### src/rtl/pcrel_pkg.sv
package pcrel_pkg;

  typedef enum logic [2:0] {
    OP_UPPER,
    OP_UPPER_AL,
    OP_ADDI,
    OP_LDW_S,
    OP_LDW_U,
    OP_LDD,
    OP_BAD
  } pcrel_op_e;

  typedef enum logic {
    ST_IDLE,
    ST_WAIT
  } pcrel_state_e;

  localparam logic [4:0] PFX5_UPPER    = 5'b11110;
  localparam logic [4:0] PFX5_UPPER_AL = 5'b11111;
  localparam logic [2:0] PFX3_LDD      = 3'b110;
  localparam logic [1:0] PFX2_ADDI     = 2'b00;
  localparam logic [1:0] PFX2_LDW_S    = 2'b01;
  localparam logic [1:0] PFX2_LDW_U    = 2'b10;

  function automatic logic op_is_load(input pcrel_op_e op);
    return (op == OP_LDW_S) || (op == OP_LDW_U) || (op == OP_LDD);
  endfunction

endpackage

### src/rtl/pcrel_decode.sv
module pcrel_decode
  import pcrel_pkg::*;
(
  input  logic [4:0] pfx_i,
  output pcrel_op_e  op_o
);
  // Longest prefix first: 5 bits, then 3, then 2.
  always_comb begin
    if (pfx_i == PFX5_UPPER)             op_o = OP_UPPER;
    else if (pfx_i == PFX5_UPPER_AL)     op_o = OP_UPPER_AL;
    else if (pfx_i[4:2] == PFX3_LDD)     op_o = OP_LDD;
    else if (pfx_i[4:3] == PFX2_ADDI)    op_o = OP_ADDI;
    else if (pfx_i[4:3] == PFX2_LDW_S)   op_o = OP_LDW_S;
    else if (pfx_i[4:3] == PFX2_LDW_U)   op_o = OP_LDW_U;
    else                                 op_o = OP_BAD;
  end
endmodule

### src/rtl/pcrel_addr.sv
module pcrel_addr
  import pcrel_pkg::*;
#(
  parameter int XLEN  = 64,
  parameter int OFF_W = 19
) (
  input  logic [XLEN-1:0]  pc_i,
  input  logic [OFF_W-1:0] off_i,
  input  pcrel_op_e        op_i,
  output logic [XLEN-1:0]  arith_o,
  output logic [XLEN-1:0]  addr_o
);
  localparam int UPPER_W   = 16;
  localparam int DW_OFF_W  = OFF_W - 1;
  localparam int DW_ALIGN  = 3;

  logic [XLEN-1:0] upper_sum;
  logic [XLEN-1:0] word_sum;
  logic [XLEN-1:0] dw_sum;
  logic [XLEN-1:0] pc_dw;

  always_comb begin
    upper_sum = pc_i + (XLEN'($signed(off_i[UPPER_W-1:0])) << UPPER_W);
    word_sum  = pc_i + (XLEN'($signed(off_i)) << 2);
    pc_dw     = {pc_i[XLEN-1:DW_ALIGN], {DW_ALIGN{1'b0}}};
    dw_sum    = pc_dw + (XLEN'($signed(off_i[DW_OFF_W-1:0])) << DW_ALIGN);

    case (op_i)
      OP_UPPER:    arith_o = upper_sum;
      OP_UPPER_AL: arith_o = {upper_sum[XLEN-1:UPPER_W], {UPPER_W{1'b0}}};
      default:     arith_o = word_sum;
    endcase

    addr_o = (op_i == OP_LDD) ? dw_sum : word_sum;
  end
endmodule

### src/rtl/pcrel_fmt.sv
module pcrel_fmt
  import pcrel_pkg::*;
#(
  parameter int XLEN = 64
) (
  input  pcrel_op_e       op_i,
  input  logic [XLEN-1:0] data_i,
  output logic [XLEN-1:0] res_o
);
  localparam int WORD_W = 32;

  always_comb begin
    case (op_i)
      OP_LDW_S: res_o = XLEN'($signed(data_i[WORD_W-1:0]));
      OP_LDW_U: res_o = XLEN'(data_i[WORD_W-1:0]);
      default:  res_o = data_i;
    endcase
  end
endmodule

### src/rtl/pcrel_unit.sv
module pcrel_unit
  import pcrel_pkg::*;
#(
  parameter int XLEN  = 64,
  parameter int IMM_W = 21,
  parameter int IDX_W = 5
) (
  input  logic              clk_i,
  input  logic              rst_ni,
  input  logic              start_i,
  input  logic [XLEN-1:0]   pc_i,
  input  logic [IMM_W-1:0]  imm_i,
  input  logic [IDX_W-1:0]  rs_i,
  output logic              rd_req_o,
  output logic [XLEN-1:0]   rd_addr_o,
  output logic              rd_size_o,
  input  logic              rd_valid_i,
  input  logic [XLEN-1:0]   rd_data_i,
  output logic              done_o,
  output logic [XLEN-1:0]   result_o,
  output logic              wb_en_o,
  output logic [IDX_W-1:0]  wb_idx_o,
  output logic              illegal_o
);
  localparam int PFX_W = 5;
  localparam int OFF_W = IMM_W - 2;

  pcrel_op_e       op;
  logic [XLEN-1:0] arith_res;
  logic [XLEN-1:0] ld_addr;
  logic [XLEN-1:0] fmt_res;

  pcrel_state_e    state_q, state_d;
  logic            req_q, req_d;
  logic            done_q, done_d;
  logic            wb_q, wb_d;
  logic            ill_q, ill_d;
  logic            cap_req, cap_res, cap_idx;
  logic [XLEN-1:0] res_d, res_q;
  logic [XLEN-1:0] addr_q;
  logic            size_q;
  pcrel_op_e       ld_op_q;
  logic [IDX_W-1:0] idx_q;

  pcrel_decode u_dec (
    .pfx_i (imm_i[IMM_W-1 -: PFX_W]),
    .op_o  (op)
  );

  pcrel_addr #(.XLEN(XLEN), .OFF_W(OFF_W)) u_addr (
    .pc_i    (pc_i),
    .off_i   (imm_i[OFF_W-1:0]),
    .op_i    (op),
    .arith_o (arith_res),
    .addr_o  (ld_addr)
  );

  pcrel_fmt #(.XLEN(XLEN)) u_fmt (
    .op_i   (ld_op_q),
    .data_i (rd_data_i),
    .res_o  (fmt_res)
  );

  // Next-state logic
  always_comb begin
    state_d = state_q;
    req_d   = req_q;
    done_d  = 1'b0;
    wb_d    = 1'b0;
    ill_d   = 1'b0;
    cap_req = 1'b0;
    cap_res = 1'b0;
    cap_idx = 1'b0;
    res_d   = arith_res;
    case (state_q)
      ST_IDLE: begin
        if (start_i) begin
          cap_idx = 1'b1;
          if (op == OP_BAD) begin
            done_d = 1'b1;
            ill_d  = 1'b1;
          end else if (op_is_load(op)) begin
            state_d = ST_WAIT;
            req_d   = 1'b1;
            cap_req = 1'b1;
          end else begin
            done_d  = 1'b1;
            wb_d    = 1'b1;
            cap_res = 1'b1;
          end
        end
      end
      ST_WAIT: begin
        if (rd_valid_i) begin
          state_d = ST_IDLE;
          req_d   = 1'b0;
          done_d  = 1'b1;
          wb_d    = 1'b1;
          cap_res = 1'b1;
          res_d   = fmt_res;
        end
      end
      default: state_d = ST_IDLE;
    endcase
  end

  // Control registers
  always_ff @(posedge clk_i or negedge rst_ni) begin
    if (!rst_ni) begin
      state_q <= ST_IDLE;
      req_q   <= 1'b0;
      done_q  <= 1'b0;
      wb_q    <= 1'b0;
      ill_q   <= 1'b0;
    end else begin
      state_q <= state_d;
      req_q   <= req_d;
      done_q  <= done_d;
      wb_q    <= wb_d;
      ill_q   <= ill_d;
    end
  end

  // Data registers with explicit enables
  always_ff @(posedge clk_i) begin
    if (cap_req) begin
      addr_q  <= ld_addr;
      size_q  <= (op == OP_LDD);
      ld_op_q <= op;
    end
    if (cap_idx) begin
      idx_q <= rs_i;
    end
    if (cap_res) begin
      res_q <= res_d;
    end
  end

  assign rd_req_o  = req_q;
  assign rd_addr_o = addr_q;
  assign rd_size_o = size_q;
  assign done_o    = done_q;
  assign wb_en_o   = wb_q;
  assign illegal_o = ill_q;
  assign result_o  = res_q;
  assign wb_idx_o  = idx_q;

endmodule

### config.mk
export PLATFORM = sky130hd
export DESIGN_NAME = pcrel_unit
export DESIGN_NICKNAME = d
export VERILOG_FILES = /design/src/rtl/pcrel_pkg.sv /design/src/rtl/pcrel_decode.sv /design/src/rtl/pcrel_addr.sv /design/src/rtl/pcrel_fmt.sv /design/src/rtl/pcrel_unit.sv
export SDC_FILE = /design/constraint.sdc
export NUM_CORES = 1
export LEC_CHECK = 0
export BUFFER_PORTS_ARGS = -buffer_cell sky130_fd_sc_hd__buf_4
export CAP_MARGIN = 10
export CORE_AREA = 2 2 229 231
export CTS_CLUSTER_DIAMETER = 60
export DETAILED_ROUTE_END_ITERATION = 10
export DIE_AREA = 0 0 231 233
export GPL_TIMING_DRIVEN = 0
export PLACE_DENSITY_LB_ADDON = 0.15
export SYNTH_ARGS = -nofsm -noshare
export SYNTH_HDL_FRONTEND = slang
export SYNTH_SLANG_ARGS = --single-unit
### constraint.sdc
create_clock -name clk_i -period 7.6 [get_ports clk_i]
set_input_delay 0.76 -clock clk_i [delete_from_list [all_inputs] [get_ports clk_i]]
set_output_delay 0.76 -clock clk_i [all_outputs]
set_load 0.05 [all_outputs]
**After elaboration in Yosys (flattened, before gate mapping)**

Index checks and enable logic that the tools add are counted.

- Input bits: 158
- Output and inout port bits: 138
- Bits in registers: 142

- Multiplexer cells: 35
- Eq/ne operators: 16
- Reductions and logical operators: 5
- $add $sub $neg: 3
- Bitwise operators: 1

Operators with widths:

| cell | number |
|---|---|
| one-hot mux 64 bit (2 select lines) | 2 |
| adder 64 bit | 3 |
| two-way mux 64 bit | 3 |
| two-way mux 1 bit | 20 |
| == test 3 bit (second input constant) | 5 |
| two-way mux 3 bit | 5 |
| == test 5 bit (second input constant) | 2 |
| inequality test 2 bit (second input constant) | 4 |
| one-hot mux 1 bit (2 select lines) | 4 |
| == test 3 x 2 -> 1 bit (second input constant) | 2 |
| AND reduction 4 bit | 1 |
| == test 3 x 1 -> 1 bit (second input constant) | 1 |
| logical NOT 3 bit | 1 |
| == test 2 x 1 -> 1 bit (second input constant) | 1 |
| == test 2 bit (second input constant) | 1 |
| logical NOT 2 bit | 1 |
| logical OR 1 bit | 2 |
| two-way mux 2 bit | 1 |
| inverter 1 bit | 1 |

**Longest topological paths before layout**

Gate-level depths: netlist of run 1.

- Depth after elaboration: 14
- Mapped depth: 15

**Hierarchy**

From an unflattened synthesis of run 1, not the netlist that was laid out.

- Cell total of the unflattened synthesis: 2,069
- Area total of the unflattened synthesis: 17,660.7 sq um

By module, submodules not included:

| module | sequential area each (sq um) | cells each | instances | area an instance (sq um) |
|---|---|---|---|---|
| pcrel_addr | 0.0 | 1,681 | 1 | 11,225.8 |
| pcrel_unit | 4,239.1 | 230 | 1 | 5,263.8 |
| pcrel_fmt | 0.0 | 151 | 1 | 1,138.6 |
| pcrel_decode | 0.0 | 7 | 1 | 32.5 |

**Worst setup path after synthesis of run 1**

Ideal clock, no wire load.

- Path type: in2reg
- Start point: input port imm_i[20]
- End point: register ld_op_q[0] (enable)
- Setup time: 0.583 ns
- Arrival time: 5.720 ns
- Stages: 2
- Slack: 1.297 ns
- Path buffers: 0
- Cells stage by stage: and3_1 > nor3_1

- Cells in the longest elaborated chain, start to end: 14
- Elaborated cells on any way between the ends: 22
- Classes of those cells: eq/ne (9); mux (10); reduce/logical (3)

Ends and longest elaborated chain:

| what | RTL line | RTL |
|---|---|---|
| start, declared | pcrel_unit.sv:12 | `input logic [IMM_W-1:0] imm_i,` |
| == test 2 bit | pcrel_decode.sv:14 | `else if (pfx_i[4:3] == PFX2_LDW_U) op_o = OP_LDW_U;` |
| two-way mux 2 bit | pcrel_decode.sv:14 |  |
| two-way mux 3 bit | pcrel_decode.sv:13 | `else if (pfx_i[4:3] == PFX2_LDW_S) op_o = OP_LDW_S;` |
| two-way mux 3 bit | pcrel_decode.sv:12 | `else if (pfx_i[4:3] == PFX2_ADDI) op_o = OP_ADDI;` |
| two-way mux 3 bit | pcrel_decode.sv:11 | `else if (pfx_i[4:2] == PFX3_LDD) op_o = OP_LDD;` |
| two-way mux 3 bit | pcrel_decode.sv:10 | `else if (pfx_i == PFX5_UPPER_AL) op_o = OP_UPPER_AL;` |
| two-way mux 3 bit * | pcrel_decode.sv:9 | `if (pfx_i == PFX5_UPPER) op_o = OP_UPPER;` |
| == test 3 x 2 -> 1 bit or == test 3 bit (tied branches) | pcrel_pkg.sv:26 | `return (op == OP_LDW_S) \|\| (op == OP_LDW_U) \|\| (op == OP_LDD);` |
| logical OR 1 bit (2 in a row) | pcrel_pkg.sv:26 |  |
| two-way mux 1 bit | pcrel_unit.sv:82 | `end else if (op_is_load(op)) begin` |
| two-way mux 1 bit * | pcrel_unit.sv:79 | `if (op == OP_BAD) begin` |
| two-way mux 1 bit * | pcrel_unit.sv:77 | `if (start_i) begin` |
| two-way mux 1 bit * | pcrel_unit.sv:75 | `case (state_q)` |
| net cap_req | pcrel_unit.sv:38 | `logic cap_req, cap_res, cap_idx;` |
| end signal, assigned | pcrel_unit.sv:129 | `ld_op_q <= op;` |
| end, declared | pcrel_unit.sv:42 | `pcrel_op_e ld_op_q;` |

The timed path passes the listed nets; every way through them passes the cells marked *.
A chain may end at the register's enable or synchronous reset.

**Worst setup path in the final report of run 1**

- Start point: input port imm_i[0]
- End point: register addr_q[63], in the netlist rd_addr_o[63] (data pin)

- Cells in the longest elaborated chain, start to end: 2
- Elaborated cells on any way between the ends: 3
- Classes of those cells: add/sub (2); mux (1)

Ends and longest elaborated chain:

| what | RTL line | RTL |
|---|---|---|
| adder 64 bit (on tied branches) | pcrel_addr.sv:24, pcrel_addr.sv:26 |  |
| two-way mux 64 bit * | pcrel_addr.sv:34 | `addr_o = (op_i == OP_LDD) ? dw_sum : word_sum;` |
| net ld_addr[63] | pcrel_unit.sv:30 | `logic [XLEN-1:0] ld_addr;` |
| end signal, assigned | pcrel_unit.sv:127 | `addr_q <= ld_addr;` |
| end, declared | pcrel_unit.sv:40 | `logic [XLEN-1:0] addr_q;` |

Marks and branches as above.

==> reports/qor.yml, run 1 <==
global_route:
  grt.total_usage: 0.235
  overflow: 0
  grt_pass1_wl_um: 93400
  antenna_found_initial: 4
  grt_max_degree: 50
  grt_pass1_vias: 14900
synth:
  synth-async-reset-ratio: 0.0352
  avgSynthCellArea_um2: 8.22
  synth_fp_nets: 2190
  ys.flop_type: "edfxtp_1"
  syn-cell-area_mm2: 0.0153
  ys_seq_elements: 142
  yosys_warnings: 0
  synthCells: 1861
  yosysUniqueCellTypes: 80
  ys_seq_area_frac: 0.277
  synth_enable_flop_cells: 137
routing:
  dr.pass1.iters: 5
  dr.first_iter.drc_count: 1183
  vias: 15600
  drc: 0
  viasPerCell: 5.40
  wl_per_cell_um: 22.2
  routed_wl_um: 63800
  detail-route-antenna-nets: 0
cts:
  clock_latency_ns: 0.51
  clock_path_buffers: 2
  hold_buffers: 0
  cts_resized: 0
  path_clk_slew_ns: 0.07
  clkSinkCount: 142
  cts_root_buf: "clkbuf_16"
  tritoncts: "built"
  cts_setup_buffers: 0
  htreeDepth: 4
  cts_buffers: 17
cells_and_area:
  finalNetCount: 2512
  syn_to_final_growth_pct: 24.5
  finalNonFillerCells: 2878
  fill_cells: 5355
  final_cell_area_mm2: 0.0191
  postLayoutCoreUtil: 0.373
  final_layout_size_suffix_gt1_frac: 0.169
pwr:
  pwr_density_cell_mw_per_mm2: 193
  p_leak_nw: 8.10
  vdd_drop_max_mv: 0.172
placed_design:
  portBuffers: 295
  place_area_mm2: 0.0185
  placedCellCount: 2844
  place.gp.congestion: 0.920
  dp_hpwl_um: 52600
die:
  core_mm2: 0.0511
  die-area_mm2: 0.0538
  start_util: 0.299
  die_x_um: 231
  die-height_um: 233
  top_level_ports: 296
  rows: 83
setup_path:
  max_stage_delay_ns: 0.70
  reg2reg_to: "result_o[37]$_DFFE_PP_"
  criticalPathCategory: "in -> reg"
  required_ns: 7.84
  worst-path-max-fanout: 5
  r2r_slack_ns: 5.08
  cp_cell_sequence: "buf_4 -> ha_1 -> inv_1 -> fa_1 -> nand2b_1 -> a21oi_1 -> o211ai_1 -> a21oi_1 -> o21ai_1 -> a2111oi_0 -> nor2_1 -> a31oi_1 -> a21boi_0 -> xor2_1 -> o21ai_1 -> xor2_1"
  crit_path_end_kind: "flop"
  rr_worst_depth: 6
  r2r_start: "state_q$_DFF_PN0_"
  cp-start-kind: "input port"
  timing.critical_path.from: "imm_i[0]"
  worstPathArrival_ns: 5.36
  critPathSlowestCell: "a31oi_1"
sta:
  clock_skew_ns: 0.0194
  period_minus_slack_ns: 5.12
  tns_ns: 0
  slew_headroom: 0.178
  hold_viol_final: 0
  setup_viol: 0
  fmax_ghz: 0.195
  slew_violations: 0
  period_share: 0.674
  rsz0062_at_grt: "no"
  worst_pin_slew_ns: 1.23
flow_run:
  drv_cap: 0
outcome:
  outcome: "completed"
worst_hold_path:
  hp-class: "in -> async"
[logic make-up (layout without fill, tap and decap cells)]
group,count (synthesis),in the layout,synth area share
mux,4,4,0.00278
other cells,0,2,0
fa+ha+maj,171,171,0.141
xor+xnor,159,159,0.0910
compound gates,744,744,0.298
flops,142,142,0.277
simple gates,517,517,0.159
buf+inv,124,459,0.0307
[synth_stat cells (3+ instances only)]
library cell,n,area (µm²)
nor3_1,20,100
a21oi_1,274,1370
o31a_1,3,26.3
xor2_1,66,578
o21a_1,16,120
o21ai_1,25,125
a22oi_1,3,22.5
o21bai_1,26,195
nand3_1,24,120
or3_1,8,50.1
dfrtp_1,5,125
a211oi_1,24,180
or2_2,4,25.0
a221oi_1,14,123
o21ai_0,156,781
a221o_1,5,50.1
nor2_1,107,402
a21boi_0,4,30.0
buf_2,3,15.0
clkbuf_1,74,278
nor3b_1,17,128
xnor2_1,93,815
nand4_1,42,263
fa_1,3,60.1
ha_1,168,2100
edfxtp_1,137,4110
a21o_1,95,713
a21o_2,3,26.3
and4_1,7,61.3
a31o_2,5,43.8
nor2b_1,15,93.8
and3_1,20,125
and2_1,13,81.3
buf_1,3,11.3
inv_1,43,161
a31oi_1,28,175
a2111oi_0,3,26.3
nand2_1,215,807
nand2b_1,15,93.8
o31ai_1,7,52.6
o211ai_1,12,90.1
[layer usage]
layer | vias up | track usage | wire [µm]
li1 | 7650 | - | -
met1 | 7275 | 0.336 | 30900
met2 | 554 | 0.348 | 27000
met3 | 74 | 0.0479 | 4230
met4 | 2 | 0.0829 | 1680
met5 | - | 0 | 13
[registers in the layout, indices dropped and copies added, names as in the netlist]
name and flops:
wb_en_o 1, result_o 64, ld_op_q 3, rd_size_o 1, rd_addr_o 64, illegal_o 1, wb_idx_o 5, rd_req_o 1
state_q 1, done_o 1
[layout make-up]
cell class	instances	area, µm²	area share
timing repair buffer	303	2310	0.121
clock buffer	17	425	0.0223
buffer	80	304	0.0160
antenna	2	5.00	0.000263
inverter	44	165	0.00867
clock inverter	15	151	0.00795
tap	680	851	0.0447
multi-input combinational	1595	10600	0.557
sequential	142	4240	0.222
[how the worst max path moves through the flow]
stage	endpoint	slack [ns]	depth (start not counted)
after floorplan	ld_op_q[0]$_DFFE_PP_	1.30	2
after global placement	rd_addr_o[42]$_DFFE_PP_	-2.60	3
after detailed placement	rd_addr_o[63]$_DFFE_PP_	2.14	16
after CTS	rd_addr_o[63]$_DFFE_PP_	2.66	16
after global routing	rd_addr_o[63]$_DFFE_PP_	2.22	16
final	rd_addr_o[63]$_DFFE_PP_	2.48	16
[per-stage QoR]
step           setup WS, ns  hold WS [ns]  total power [W]
2_1_floorplan          1.30         0.464          0.00221
5_1_grt                2.22        0.0298          0.00389
3_5_place_dp           2.14         0.517          0.00281
4_1_cts                2.66       0.00983          0.00370
3_3_place_gp          -2.60         0.502          0.00281
6_report               2.48        0.0560          0.00368
[worst max-delay path, delay by kind of cell]
family,cells,cell delay [ns]
XOR/XNOR,2,0.34
AND/OR/NAND/NOR,2,0.42
adder cells (fa/ha/maj),2,0.65
buffers and inverters,2,0.18
AO/OA/AOI/OAI,8,3.00
[layout by cell type (no fill, tap or decap), types with 15 or more instances in the layout]
master     count
nor3_1        19
edfxtp_1     137
o21ai_0      156
xnor2_1       93
nor2b_1       15
a21o_1        95
clkbuf_1      74
clkbuf_16     17
nor3b_1       17
inv_1         43
o21bai_1      26
and3_1        20
a211oi_1      24
a21oi_1      274
buf_4        296
ha_1         168
nor2_1       107
nand4_1       42
nand2b_1      15
a31oi_1       28
o21a_1        16
xor2_1        66
nand2_1      214
o21ai_1       25
nand3_1       24
[power by group]
part,internal (W),total [W],switching (W)
Sequential,0.00100,0.00103,0.0000301
Clock,0.000459,0.000874,0.000415
Combinational,0.000598,0.00178,0.00118
No activity file was read; power rests on OpenSTA's default activity.
==> inputs of run 2 (changes only) <==
==> constraint.sdc (replaced) <==
create_clock -name clk_i -period 4.46 [get_ports clk_i]
set_input_delay 0.446 -clock clk_i [delete_from_list [all_inputs] [get_ports clk_i]]
set_output_delay 0.446 -clock clk_i [all_outputs]
set_load 0.05 [all_outputs]
==> run 2 against run 1 <==
Hold slack better by 0.071 ns. Clock skew down 0.0038 ns. Clock power up 74%. Largest cell class unchanged. Die area unchanged. Setup slack worse by 2.3 ns. Design area up 0.47%. Sequential share of layout area down 0.10 points. Global-route usage about the same. Non-clock buffer count down 2. Combinational power up 71%. Flip-flop and latch count unchanged.
==> reports/qor.yml, run 2 (same netlist as run 1, synthesis figures left out) <==
outcome:
  outcome: "completed"
routing:
  vias: 15600
  dr.first_iter.drc_count: 1160
  dr.pass1.iters: 5
  routed_wl_um: 64300
  wl_per_cell_um: 22.3
  detail-route-antenna-nets: 0
  viasPerCell: 5.42
  drc: 0
setup_path:
  max_stage_delay_ns: 0.42
  cp_cell_sequence: "buf_4 -> ha_1 -> fa_1 -> a21o_1 -> a221oi_2 -> a21oi_2 -> a41o_1 -> a211o_1 -> a211oi_2 -> o21ai_2 -> a221oi_2 -> o221ai_2 -> a21oi_2 -> xor2_1 -> a21oi_1"
  criticalPathCategory: "in -> reg"
  worstPathArrival_ns: 4.48
  cp-start-kind: "input port"
  critPathSlowestCell: "fa_1"
  required_ns: 4.67
  crit_path_end_kind: "flop"
  worst-path-max-fanout: 4
sta:
  slew_headroom: 0.166
  hold_viol_final: 0
  worst_pin_slew_ns: 1.25
  clock_skew_ns: 0.0155
  setup_viol: 0
  period_minus_slack_ns: 4.27
  slew_violations: 0
  rsz0062_at_grt: "no"
  fmax_ghz: 0.234
  period_share: 0.957
die:
  rows: 83
  core_mm2: 0.0511
  die-area_mm2: 0.0538
  die_x_um: 231
  start_util: 0.299
  die-height_um: 233
  top_level_ports: 296
global_route:
  grt_pass1_vias: 14900
  grt_pass1_wl_um: 93900
  use_met1: 0.344
  met3_usage: 0.0338
  antenna_found_initial: 2
  gr-usage-met2: 0.359
  grt.total_usage: 0.235
  overflow: 0
  grt_max_degree: 54
  grt-busiest-layer: "met2"
cts:
  clock_latency_ns: 0.51
  cts_buffers: 17
  tritoncts: "built"
  path_clk_slew_ns: 0.07
  htreeDepth: 4
  clkSinkCount: 142
  cts_root_buf: "clkbuf_16"
  clock_path_buffers: 2
pwr:
  total_power_w: 0.00632
  p_leak_nw: 8.13
  vdd_drop_max_mv: 0.297
  pwr_density_cell_mw_per_mm2: 330
flow_run:
  drv_cap: 0
placed_design:
  dp_hpwl_um: 52500
  place_area_mm2: 0.0185
  place.gp.congestion: 0.941
  portBuffers: 295
cells_and_area:
  fill_cells: 5330
  syn_to_final_growth_pct: 25.1
  final_cell_area_mm2: 0.0191
  final_layout_size_suffix_gt1_frac: 0.170
  finalNetCount: 2510
  layout_commonest_cell: "buf_4"
  layout_common_cells: "buf_4, a21oi_1, nand2_1"
worst_hold_path:
  hp-class: "in -> reg"
[run 2: critical path, delay by kind of cell]
family          cells  cell delay [ns]
buf+inv             1             0.13
fa+ha+maj           2             0.63
xor+xnor            1             0.32
compound gates     11             2.95
[run 2: repair_timing]
action | 4_1_cts | 5_1_grt
setup endpoints to repair | 3 | 9
hold buffers | 1 | 0
pin swaps | 0 | 0
endpoints found under the hold margin | 5 | 0
resized for setup | 1 | 7
buffers inserted | 0 | 0
gates cloned | 0 | 0
[run 2: final timing paths]
check,start,to,slack [ns],cells past startpoint
max in group asynchronous,rst_ni,done_o$_DFF_PN0_,4.05,2
worst min-delay path,rs_i[2],wb_idx_o[2]$_DFFE_PP_,0.13,1
worst min register to register,state_q$_DFF_PN0_,state_q$_DFF_PN0_,0.54,1
min in group asynchronous,rst_ni,wb_en_o$_DFF_PN0_,0.30,2
worst max register to register,state_q$_DFF_PN0_,result_o[37]$_DFFE_PP_,1.92,6
worst max-delay path,imm_i[0],result_o[56]$_DFFE_PP_,0.19,15
[run 2: layer usage]
layer | up-vias | share of wire
li1 | 7645 | -
met1 | 7430 | 0.50
met2 | 476 | 0.43
met3 | 42 | 0.052
met4 | 0 | 0.016
met5 | - | 0
[run 2: metrics by stage]
step                worst slack [ns]  hold WS, ns  cells  TNS (ns)   util
floorplan                      0.588        0.150   1861         0      -
global placement               -1.75        0.256   2836   -192.83  0.360
detailed placement            -0.708        0.254   2841     -5.08  0.362
CTS                          0.00452       0.0879   2874         0  0.374
global route                0.000984        0.113   2875         0  0.375
finish                         0.192        0.127   2875         0  0.375
[run 2: where the power goes]
part	leakage (nW)	internal (W)	total, W	switching [W]
Sequential	1.35	0.00171	0.00176	0.0000515
Combinational	6.49	0.00103	0.00304	0.00201
Clock	0.286	0.000794	0.00152	0.000730
Total	8.13	0.00353	0.00632	0.00279
[run 2: layout make-up]
cell class,instances,area [µm²],share of cell area
Antenna cell,1,2.50,0.000131
Multi-Input combinational cell,1595,10600,0.556
Timing Repair Buffer,301,2340,0.122
Clock inverter,15,170,0.00889
Inverter,44,165,0.00863
Buffer,80,304,0.0159
Clock buffer,17,425,0.0222
Tap cell,680,851,0.0444
Sequential cell,142,4240,0.221
